===== src/rtl/rx_da_filter_pkg.sv =====
package rx_da_filter_pkg;

    localparam int MODE_UC_BIT = 0;
    localparam int MODE_BC_BIT = 1;
    localparam int MODE_PR_BIT = 2;

    typedef enum logic [1:0] {
        ST_IDLE = 2'd0,
        ST_ADDR = 2'd1,
        ST_HOLD = 2'd2,
        ST_DONE = 2'd3
    } flt_state_e;

    typedef struct packed {
        logic uc;
        logic bc;
        logic pr;
    } flt_mode_t;

    localparam flt_mode_t MODE_RESET = '{uc: 1'b1, bc: 1'b1, pr: 1'b0};

endpackage


===== src/rtl/rx_da_filter_mode.sv =====
module rx_da_filter_mode
    import rx_da_filter_pkg::*;
#(
    parameter int CFG_W = 8
) (
    input  logic             clk,
    input  logic             rst_n,
    input  logic             we,
    input  logic [CFG_W-1:0] word,
    output flt_mode_t        mode
);
    flt_mode_t mode_d, mode_q;
    logic      cfg_unused;

    // Only the three switch bits are stored; the rest of the word is dropped.
    assign cfg_unused = ^word;

    always_comb begin
        mode_d = mode_q;
        if (we) begin
            mode_d.uc = word[MODE_UC_BIT];
            mode_d.bc = word[MODE_BC_BIT];
            mode_d.pr = word[MODE_PR_BIT];
        end
    end

    always_ff @(posedge clk) begin
        if (!rst_n) mode_q <= MODE_RESET;
        else        mode_q <= mode_d;
    end

    assign mode = mode_q;
endmodule


===== src/rtl/rx_da_filter_cmp.sv =====
module rx_da_filter_cmp #(
    parameter int ADDR_BYTES = 6,
    parameter int BYTE_W     = 8,
    parameter int IDX_W      = 3
) (
    input  logic                         clk,
    input  logic                         rst_n,
    input  logic                         start,
    input  logic                         step,
    input  logic [IDX_W-1:0]             idx,
    input  logic [BYTE_W-1:0]            data,
    input  logic [ADDR_BYTES*BYTE_W-1:0] station,
    output logic                         match_now,
    output logic                         ones_now,
    output logic                         group_now
);
    typedef struct packed {
        logic match;
        logic ones;
        logic group;
    } cmp_t;

    cmp_t              cmp_d, cmp_q;
    logic [BYTE_W-1:0] sta_byte [ADDR_BYTES];
    logic [BYTE_W-1:0] sel;

    // Byte 0 is the first on the wire and sits in the top bits.
    for (genvar g = 0; g < ADDR_BYTES; g++) begin : g_split
        assign sta_byte[g] = station[(ADDR_BYTES-1-g)*BYTE_W +: BYTE_W];
    end

    always_comb begin
        sel = '0;
        for (int i = 0; i < ADDR_BYTES; i++) begin
            if (idx == IDX_W'(i)) sel = sta_byte[i];
        end
        match_now = (start ? 1'b1 : cmp_q.match) & (data == sel);
        ones_now  = (start ? 1'b1 : cmp_q.ones) & (&data);
        group_now = start ? data[0] : cmp_q.group;
        cmp_d = cmp_q;
        if (step) begin
            cmp_d.match = match_now;
            cmp_d.ones  = ones_now;
            cmp_d.group = group_now;
        end
    end

    always_ff @(posedge clk) begin
        if (!rst_n) cmp_q <= '0;
        else        cmp_q <= cmp_d;
    end
endmodule


===== src/rtl/rx_da_filter_decide.sv =====
module rx_da_filter_decide
    import rx_da_filter_pkg::*;
(
    input  flt_mode_t mode,
    input  logic      match,
    input  logic      ones,
    input  logic      group,
    output logic      accept
);
    always_comb begin
        accept = mode.pr
               | (mode.bc & ones)
               | (mode.uc & match & ~group);
    end
endmodule


===== src/rtl/rx_da_filter.sv =====
module rx_da_filter
    import rx_da_filter_pkg::*;
#(
    parameter int ADDR_BYTES = 6,
    parameter int BYTE_W     = 8,
    parameter int CFG_W      = 8
) (
    input  logic                         clk,
    input  logic                         rst_n,
    input  logic                         cfg_we,
    input  logic [CFG_W-1:0]             cfg_word,
    input  logic [ADDR_BYTES*BYTE_W-1:0] station_addr,
    input  logic                         in_valid,
    input  logic                         in_sof,
    input  logic                         in_eof,
    input  logic [BYTE_W-1:0]            in_data,
    output logic                         flt_valid,
    output logic                         flt_accept,
    output logic                         flt_done
);
    localparam int IDX_W = $clog2(ADDR_BYTES + 1);

    typedef struct packed {
        flt_state_e       st;
        logic [IDX_W-1:0] cnt;
        logic             acc;
    } ctl_t;

    ctl_t             ctl_d, ctl_q;
    flt_mode_t        mode;
    logic             first, cont, addr_beat, last;
    logic [IDX_W-1:0] idx;
    logic             match_now, ones_now, group_now, acc_now;

    rx_da_filter_mode #(.CFG_W(CFG_W)) u_mode (
        .clk  (clk),
        .rst_n(rst_n),
        .we   (cfg_we),
        .word (cfg_word),
        .mode (mode)
    );

    rx_da_filter_cmp #(
        .ADDR_BYTES(ADDR_BYTES),
        .BYTE_W    (BYTE_W),
        .IDX_W     (IDX_W)
    ) u_cmp (
        .clk      (clk),
        .rst_n    (rst_n),
        .start    (first),
        .step     (addr_beat),
        .idx      (idx),
        .data     (in_data),
        .station  (station_addr),
        .match_now(match_now),
        .ones_now (ones_now),
        .group_now(group_now)
    );

    rx_da_filter_decide u_decide (
        .mode  (mode),
        .match (match_now),
        .ones  (ones_now),
        .group (group_now),
        .accept(acc_now)
    );

    always_comb begin
        first     = in_valid & in_sof;
        cont      = in_valid & ~in_sof & (ctl_q.st == ST_ADDR);
        addr_beat = first | cont;
        idx       = first ? '0 : ctl_q.cnt;
        last      = addr_beat & (idx == IDX_W'(ADDR_BYTES - 1));

        ctl_d = ctl_q;
        if (ctl_q.st == ST_DONE) ctl_d.st = ST_IDLE;
        if (addr_beat) begin
            ctl_d.cnt = idx + 1'b1;
            if (last) begin
                ctl_d.acc = acc_now;
                ctl_d.st  = in_eof ? ST_DONE : ST_HOLD;
            end else if (in_eof) begin
                ctl_d.acc = 1'b0;
                ctl_d.st  = ST_DONE;
            end else begin
                ctl_d.st  = ST_ADDR;
            end
        end else if (in_valid && in_eof && ctl_q.st == ST_HOLD) begin
            ctl_d.st = ST_DONE;
        end
    end

    always_ff @(posedge clk) begin
        if (!rst_n) ctl_q <= '{st: ST_IDLE, cnt: '0, acc: 1'b0};
        else        ctl_q <= ctl_d;
    end

    assign flt_valid  = (ctl_q.st == ST_HOLD) | (ctl_q.st == ST_DONE);
    assign flt_accept = flt_valid & ctl_q.acc;
    assign flt_done   = (ctl_q.st == ST_DONE);
endmodule


===== config.mk =====
export PLATFORM = sky130hd
export DESIGN_NAME = rx_da_filter
export DESIGN_NICKNAME = d
export VERILOG_FILES = /design/src/rtl/rx_da_filter_pkg.sv /design/src/rtl/rx_da_filter_mode.sv /design/src/rtl/rx_da_filter_cmp.sv /design/src/rtl/rx_da_filter_decide.sv /design/src/rtl/rx_da_filter.sv
export SDC_FILE = /design/constraint.sdc
export NUM_CORES = 1
export LEC_CHECK = 0
export BUFFER_PORTS_ARGS = -buffer_cell sky130_fd_sc_hd__buf_2
export CORE_MARGIN = 3
export CORE_UTILIZATION = 45
export DETAILED_ROUTE_END_ITERATION = 6
export MAX_ROUTING_LAYER = met4
export PLACE_DENSITY = 0.86
export SLEW_MARGIN = 20
export SYNTH_ARGS = -nofsm -noshare
export SYNTH_HDL_FRONTEND = slang
export SYNTH_SLANG_ARGS = --single-unit

===== constraint.sdc =====
create_clock -name clk -period 2.5 [get_ports clk]
set_input_delay 0.125 -clock clk [delete_from_list [all_inputs] [get_ports clk]]
set_output_delay 0.125 -clock clk [all_outputs]
set_load 0.02 [all_outputs]

==> results of run 1 <==
-- cells by family (layout without fill, tap and decap cells) --
| logic type | Yosys count | in the layout | share of synthesized area [%] |
|---|---|---|---|
| AO/OA/AOI/OAI | 70 | 70 | 36.4 |
| XOR/XNOR | 5 | 5 | 3.32 |
| adder cells (fa/ha/maj) | 5 | 5 | 4.75 |
| buffers and inverters | 21 | 91 | 7.79 |
| flip-flops | 12 | 12 | 18.2 |
| multiplexers | 4 | 4 | 3.04 |
| AND/OR/NAND/NOR | 66 | 66 | 26.5 |
-- per-stage QoR --
stage | total power, mW | cells | worst slack [ns] | util [%] | hold slack, ns
floorplan | 0.379 | 183 | 0.192 | - | 0.253
global placement | 0.476 | 279 | 0.0741 | 65.6 | 0.339
detailed placement | 0.482 | 279 | 0.0122 | 65.6 | 0.343
CTS | 0.636 | 283 | 0.0413 | 67.1 | 0.0633
global route | 0.683 | 283 | 0.00851 | 67.9 | 0.0926
finish | 0.645 | 283 | 0.167 | 67.9 | 0.0650
-- Yosys cell counts (2+ instances only) --
library cell and n:
nor2_1 9, a221oi_1 4, o211ai_1 2, o2111ai_1 2
a311oi_1 2, clkbuf_1 5, ha_1 5, buf_2 4
nand2b_1 9, o22ai_1 5, a21oi_1 18, and2_1 5
inv_1 8, mux2i_1 4, nor3_1 4, nand3_1 4
buf_6 2, o21ai_0 11, nor2b_1 6, nand4_1 4
dfxtp_1 12, a221o_1 6, a21boi_0 4, nand2_1 18
xor2_1 4, a31oi_1 4, o21a_1 2
-- area by class of cell --
type	count	share of cell area (%)
clock buffer	4	2.03
inverter	9	1.89
multi-input combinational	150	55.8
sequential	12	13.5
tap	30	2.10
timing repair buffer	78	24.7
-- worst max-delay path by stage --
stage,depth (start not counted),to,from
floorplan,14,u_cmp.cmp_q[2],in_valid
global placement,13,u_cmp.cmp_q[2],in_sof
detailed placement,12,u_cmp.cmp_q[2],ctl_q[1]
CTS,12,u_cmp.cmp_q[2],ctl_q[1]
global route,9,ctl_q[0],ctl_q[1]
finish,12,ctl_q[0],ctl_q[1]
-- metal layers --
layer | track usage, % | up-vias | part of all wire (%)
li1 | - | 825 | -
met5 | - | - | 0
met2 | 41.4 | 60 | 50
met4 | 9.18 | 0 | 2.0
met1 | 28.1 | 746 | 41
met3 | 4.10 | 10 | 6.4
-- timing repair --
action / 4_1_cts / 5_1_grt
pin swaps: 0 / 6
gates resized for setup: 1 / 6
hold endpoints to repair: 0 / 0
setup endpoints to repair: 1 / 2
hold buffers: 0 / 0
-- state kept, by name, indices dropped and copies added, names as in the netlist --
| name | flops |
|---|---|
| ctl_q | 6 |
| u_cmp.cmp_q | 3 |
| u_mode.mode | 3 |
-- worst register-to-register path, cell delays in order (launching register included) --
cell      delay [ns]
dfxtp_2         0.35
and2_4          0.16
inv_1           0.06
ha_2            0.18
nor2b_4         0.13
buf_12          0.14
a221o_1         0.30
a311oi_2        0.33
a21oi_2         0.06
xor2_1          0.16
nor3_2          0.11
nand4_1         0.13
o22ai_1         0.15
-- report_power, final --
part           internal, mW  total (mW)  leakage (nW)  switching [mW]
Clock                0.0886       0.156        0.0210          0.0671
Sequential            0.200       0.207        0.0986         0.00675
Combinational         0.143       0.282         0.696           0.140
==> results.cfg, run 1 <==
[run_status]
outcome = completed

[cells_and_area]
mostFrequentLayoutCells = buf_2, nand2_1, a21oi_1
antenna_cells = 0
final_area_um2 = 1790
n_fill_cell = 220
layout_commonest_cell = buf_2
ff_latch_area_um2 = 241
drive_gt1_share_pct = 37.2
multiInputGateArea_um2 = 998
syn2layout_area_growth_pct = 35.9
final_nets = 329

[route]
drtPass1Iterations = 4
routed-via-count = 1641
drt_wl_total_um = 4090
ant_nets = 0
vias_per_cell = 5.80
wl_per_cell_um = 14.4
drc = 0
drt_iter0_drc = 99

[sta]
fmax_mhz = 429
hold_viol_final = 0
setup_viol = 0
fin_crit_ns = 2.33
finalSetupTns_ns = 0
drv_slew = 0
fin_skew_ns = 0.00711
slew-limit-headroom_pct = 64.6
worst_pin_slew_ns = 0.525
finalCritPeriodShare_pct = 93.3
grt_setup_unrepaired = no

[critical_path]
path_max_fanout = 11
reg2reg_depth = 12
arrival_ns = 2.53
reg2reg_to = ctl_q[0]
critPathBufInv = 2
cpPeakStageDelay_ns = 0.35
crit_path_top_delay_cell = dfxtp_2
required_ns = 2.70
path_cells = and2_4 -> inv_1 -> ha_2 -> nor2b_4 -> buf_12 -> a221o_1 -> a311oi_2 -> a21oi_2 -> xor2_1 -> nor3_2 -> nand4_1 -> o22ai_1
worstReg2RegStart = ctl_q[1]
r2r_slack_ns = 0.17
path_class = register to register
crit_family = compound AO/OA/AOI/OAI gates
critPathLaunchType = register
end_kind = register

[synthesis]
ys_ff_latch = 12
synth-edff-count = 0
synth_area_leaders = dfxtp_1, a21oi_1, nand2_1, ha_1, a221o_1
synthFlopType = dfxtp_1
ys_warn_count = 0
async_flop_share_pct = 0
synth_cells = 183
synth_top_area_cell = dfxtp_1
synth_nets = 258
ys_types = 47
seq_area_frac_synth_pct = 18.2
avgSynthCellArea_um2 = 7.20
mappedNetlistArea_um2 = 1320
synth_top_area_share_pct = 18.2

[power]
pwr_density_cell_nw_per_um2 = 360
ir_drop_v = 0.000453
leakage_nw = 0.816

[die]
rows = 18
start_util_pct = 50.0
fp.dieArea_um2 = 3610
core_um2 = 2640
die_h_um = 60.1
io_pins = 73
die_w_um = 60.1

[global_routing]
grt_usage_pct = 24.3
grt_max_degree = 16
antenna_found_initial = 0
grt_pass1_vias = 1571
grt_pass1_wl_um = 6600
gr-total-overflow = 0

[worst_hold_path]
min_to = u_mode.mode[2]
hp-class = input pin to register
hold_path.startpoint = cfg_word[0]
hold_path_depth = 3

[clocking]
cts.sinks = 12
cts_root_buf = clkbuf_4
cts_made_buffers = 3
clk_pin_slew_ns = 0.08
cts_tree = done
htreeDepth = 1
cts_buffer_depth = 2
post_cts_buffers = 0
clk_latency_ns = 0.28

[placement]
routabilityCongestion = 0.897
place_area_um2 = 1730
io_buffers = 67
dpl.hpwl_um = 3280

[job]
drv_cap = 0
Note: power is estimated with default switching activity, not from simulation.
==> inputs of run 2 (changes only) <==
Settings changed: BUFFER_PORTS_ARGS -buffer_cell sky130_fd_sc_hd__buf_2 to default, CORE_UTILIZATION 45 to 63, DONT_BUFFER_PORTS from default to 1, PLACE_DENSITY 0.86 to 0.84.
==> results.cfg, run 2 (same netlist as run 1, synthesis figures left out) <==
[critical_path]
reg2reg_to = ctl_q[0]
required_ns = 2.71
path_class = register to register
end_kind = register
reg2reg_depth = 13
arrival_ns = 2.56
worstReg2RegStart = ctl_q[1]
path_max_fanout = 8
critPathLaunchType = register
r2r_slack_ns = 0.15

[cells_and_area]
largest_reg_flops = 6
fin_cells = 215
multiInputGateArea_um2 = 1030
largest-register = ctl_q
syn2layout_area_growth_pct = 14.9
n_fill_cell = 133
drive_gt1_share_pct = 14.2
ff_latch_area_um2 = 241
mostFrequentLayoutCells = a21oi_1, nand2_1, o21ai_0, dfxtp_1
antenna_cells = 0
fin_util_pct = 82.3
final_nets = 266
layout_commonest_cell = a21oi_1

[sta]
finalCritPeriodShare_pct = 94.1
fin_crit_ns = 2.35
slew-limit-headroom_pct = 70.4
fmax_mhz = 425
setup_viol = 0
hold_viol_final = 0
drv_slew = 0
hold-worst-slack_ns = 0.00538
grt_setup_unrepaired = yes
worst_pin_slew_ns = 0.443
fin_skew_ns = 0.00575

[power]
seqPwrFrac_pct = 34.9
leakage_nw = 0.563
total_power_mw = 0.599
power.internal_mw = 0.402
ir_drop_v = 0.000329
power_frac_clock_pct = 26.6
combPwrFrac_pct = 38.5
p_sw_share_pct = 32.8
p_sw_mw = 0.197
pwr_density_cell_nw_per_um2 = 395

[die]
die_w_um = 51.7
start_util_pct = 71.6
rows = 15
fp.dieArea_um2 = 2680
io_pins = 73
die_h_um = 51.7
core_um2 = 1840

[clocking]
cts_made_buffers = 3
cts_tree = done
clk_pin_slew_ns = 0.08
clk_latency_ns = 0.28
htreeDepth = 1
cts_root_buf = clkbuf_4
cts.sinks = 12
cts_buffer_depth = 2

[route]
drtPass1Iterations = 5
drt_iter0_drc = 79
routed-via-count = 1498
ant_nets = 0
drt_wl_total_um = 3980
wl_per_cell_um = 18.5
vias_per_cell = 6.97
drc = 0

[worst_hold_path]
hp-class = input pin to register
hold_path_depth = 2
hold_path.startpoint = rst_n
min_to = ctl_q[0]

[global_routing]
grt_max_degree = 23
grt_pass1_vias = 1438
gr-total-overflow = 0
grt_pass1_wl_um = 6220
antenna_found_initial = 0
grt_usage_pct = 31.1

[placement]
io_buffers = 0
dpl.hpwl_um = 2930
dp.cells = 204
routabilityCongestion = 0.924

[job]
drv_cap = 0

[run_status]
outcome = completed
## run 2: cell types whose count changed in the layout (fill, tap and decap cells not counted), sizes merged
| cell | before | now |
|---|---|---|
| buf | 78 | 9 |
| dlygate4sd3 | 0 | 6 |
## run 2: worst max path at each step
stage	startpoint	endpoint	slack (ns)	cells after the start
finish	ctl_q[1]	ctl_q[0]	0.15	13
global route	ctl_q[1]	ctl_q[0]	-0.05	11
CTS	ctl_q[1]	u_cmp.cmp_q[2]	0.04	10
detailed placement	ctl_q[1]	ctl_q[0]	0.07	10
global placement	ctl_q[1]	u_cmp.cmp_q[2]	0.14	10
floorplan	in_valid	u_cmp.cmp_q[2]	0.19	14
## run 2: through the flow
step	setup TNS (ns)	setup slack (ns)	area, µm²
2_1_floorplan	0	0.192	1320
4_1_cts	0	0.0429	1450
5_1_grt	-0.0701	-0.0506	1510
6_report	0	0.146	1510
3_5_place_dp	0	0.0730	1350
3_3_place_gp	0	0.144	1350
## run 2: power by group through the flow
stage / clock network [mW] / registers (mW) / logic, mW
after CTS: 0.159 / 0.208 / 0.210
final: 0.159 / 0.209 / 0.230
after global placement: 0 / 0.211 / 0.193
after detailed placement: 0 / 0.212 / 0.199
after floorplan: 0 / 0.209 / 0.170
after global routing: 0.166 / 0.210 / 0.253
## run 2: worst max-delay path, stage by stage (launching register included)
cell and delay, ns:
dfxtp_2 0.36, and2_4 0.18, inv_4 0.04, ha_4 0.15, nor2b_4 0.13, buf_4 0.13
buf_4 0.16, a221o_1 0.32, o2111ai_1 0.09, a21oi_1 0.12, xor2_1 0.15, a21oi_1 0.16
nand4_1 0.15, o22ai_1 0.15
## run 2: layout make-up
| class | count | area share, % |
|---|---|---|
| clock buffer | 4 | 2.40 |
| inverter | 9 | 2.40 |
| multi-input combinational | 150 | 67.9 |
| sequential | 12 | 16.0 |
| tap | 25 | 2.07 |
| timing repair buffer | 15 | 9.26 |
## run 2: per-layer routing
metal	share of wire, %	vias to the layer above	GRT usage (%)
met5	0	-	-
met3	13	8	6.88
met4	1.2	0	6.99
met2	48	117	53.6
li1	-	700	-
met1	37	673	37.0
## run 2: timing repair
action | CTS | global route
buffers inserted | 0 | 1
resized for setup | 0 | 13
hold buffers | 6 | 0
setup endpoints to repair | 0 | 2
endpoints found under the hold margin | 11 | 0
==> inputs of run 3 (changes only) <==
Settings changed: SYNTH_HIERARCHICAL from default to 1.
==> results.cfg, run 3 <==
[run_status]
outcome = completed

[clocking]
clk_latency_ns = 0.27
clk_pin_slew_ns = 0.07
cts.sinks = 12
cts_tree = done
cts_root_buf = clkbuf_4
htreeDepth = 1
cts_made_buffers = 3
cts_buffer_depth = 2

[die]
rows = 15
die_h_um = 50.5
start_util_pct = 69.2
fp.dieArea_um2 = 2550
die_w_um = 50.5
io_pins = 73
core_um2 = 1800

[cells_and_area]
final_nets = 229
layout_commonest_cell = mux2i_1
largest_reg_flops = 6
largest-register = ctl_q
drive_gt1_share_pct = 19.4
antenna_cells = 0
mostFrequentLayoutCells = mux2i_1, nor2_1, dfxtp_1
syn2layout_area_growth_pct = 11.0

[synthesis]
avgSynthCellArea_um2 = 8.37
synth-edff-count = 0
mappedNetlistArea_um2 = 1250
ys_types = 47
yosysMostFrequentCell = mux2i_1
synthTopCellsByCount = mux2i_1, dfxtp_1, nor2_1
synth_cells = 149
synth_area_leaders = dfxtp_1, mux2i_1, mux4_2, mux2_2, xnor2_1
ys_warn_count = 6
synth_nets = 221
synthFlopType = dfxtp_1
synth_top_area_cell = dfxtp_1
async_flop_share_pct = 0
synth_top_area_share_pct = 19.3
ys_ff_latch = 12
seq_area_frac_synth_pct = 19.3

[critical_path]
cpPeakStageDelay_ns = 0.51
path_class = register to register
arrival_ns = 2.52
required_ns = 2.70
crit_path_top_delay_cell = mux4_2
critPathLaunchType = register
path_max_fanout = 14
crit_path_frequent_cell = nand2_1
end_kind = register
path_cells = and2_4 -> buf_12 -> mux4_2 -> a22oi_2 -> xnor2_1 -> nor3_2 -> nand2_1 -> nor2_1 -> nand2_1 -> o21ai_1 -> nand4_1 -> a21oi_1

[global_routing]
grt_usage_pct = 24.9
antenna_found_initial = 0
grt_pass1_vias = 1149
grt_pass1_wl_um = 4830
grt_max_degree = 28
gr-total-overflow = 0

[sta]
finalCritPeriodShare_pct = 92.6
fin_skew_ns = 0.000894
worst_pin_slew_ns = 0.368
hold_viol_final = 0
fmax_mhz = 432
slew-limit-headroom_pct = 75.5
setup_viol = 0
fin_crit_ns = 2.32
drv_slew = 0
grt_setup_unrepaired = no
finalSetupTns_ns = 0

[route]
ant_nets = 0
drt_wl_total_um = 3100
vias_per_cell = 6.43
wl_per_cell_um = 17.2
drtPass1Iterations = 4
routed-via-count = 1158
drt_iter0_drc = 37
drc = 0

[placement]
io_buffers = 0
dpl.hpwl_um = 2390
routabilityCongestion = 0.804

[worst_hold_path]
hp-class = input pin to register

[power]
leakage_nw = 0.499
ir_drop_v = 0.000327
total_power_mw = 0.507
pwr_density_cell_nw_per_um2 = 366

[job]
drv_cap = 0
==> run 3: per-stage QoR <==
step / instance area, µm² / hold WS, ns / setup slack (ns) / utilization (%) / cells
2_1_floorplan: 1250 / 0.187 / 0.374 / - / 149
3_3_place_gp: 1260 / 0.189 / 0.144 / 70.1 / 170
3_5_place_dp: 1260 / 0.192 / 0.104 / 70.1 / 170
4_1_cts: 1330 / 0.00843 / 0.0696 / 73.5 / 177
5_1_grt: 1390 / 0.0203 / 0.00460 / 76.9 / 180
6_report: 1390 / 0.0155 / 0.184 / 76.9 / 180
==> run 3: final timing paths <==
kind / depth (start not counted) / startpoint / slack [ns] / endpoint
worst max register to register: 12 / ctl_q[1] / 0.18 / ctl_q[0]
worst min-delay path: 2 / in_eof / 0.02 / ctl_q[4]
worst max-delay path: 12 / ctl_q[1] / 0.18 / ctl_q[0]
worst min register to register: 1 / ctl_q[1] / 0.44 / ctl_q[1]
==> run 3: logic make-up after synthesis <==
group	count (synthesis)	synth area share, %
buf+inv	11	4.71
simple gates	56	26.7
fa+ha+maj	2	2.01
compound gates	38	20.5
mux	22	21.3
xor+xnor	8	5.62
flops	12	19.3
==> run 3: worst max-delay path: cells and delay by family, from the launching register on <==
kind                      cells  cell delay [ns]
and+or+nand+nor               6             0.73
muxes                         1             0.51
AOI/OAI and AO/OA             3             0.42
DFF                           1             0.34
buffers and inverters         1             0.15
xor gates and xnor gates      1             0.09
==> run 3: cell type report <==
class                      count  area (µm²)
multi-input combinational    126         965
fill                         135         417
sequential                    12         241
timing repair buffer           8         103
tap                           25        31.3
clock buffer                   3        22.5
inverter                       6        22.5
==> run 3: repair_timing <==
| action | in CTS | in global routing |
|---|---|---|
| gates resized for setup | 0 | 7 |
| endpoints found under the setup margin | 0 | 1 |
| hold endpoints to repair | 5 | 1 |
| buffers inserted | 0 | 1 |
| hold buffers | 4 | 1 |
==> run 3: report_power, final <==
group | switching [mW] | internal (mW)
logic | 0.0842 | 0.100
registers | 0.00804 | 0.200
clock network | 0.0588 | 0.0557
==> run 3: layer usage <==
| layer | GRT usage, % | wire (µm) | vias to the layer above |
|---|---|---|---|
| met5 | - | 0 | - |
| met1 | 29.3 | 1290 | 530 |
| li1 | - | - | 565 |
| met2 | 42.4 | 1500 | 63 |
| met4 | 3.59 | 0 | 0 |
| met3 | 8.01 | 307 | 0 |
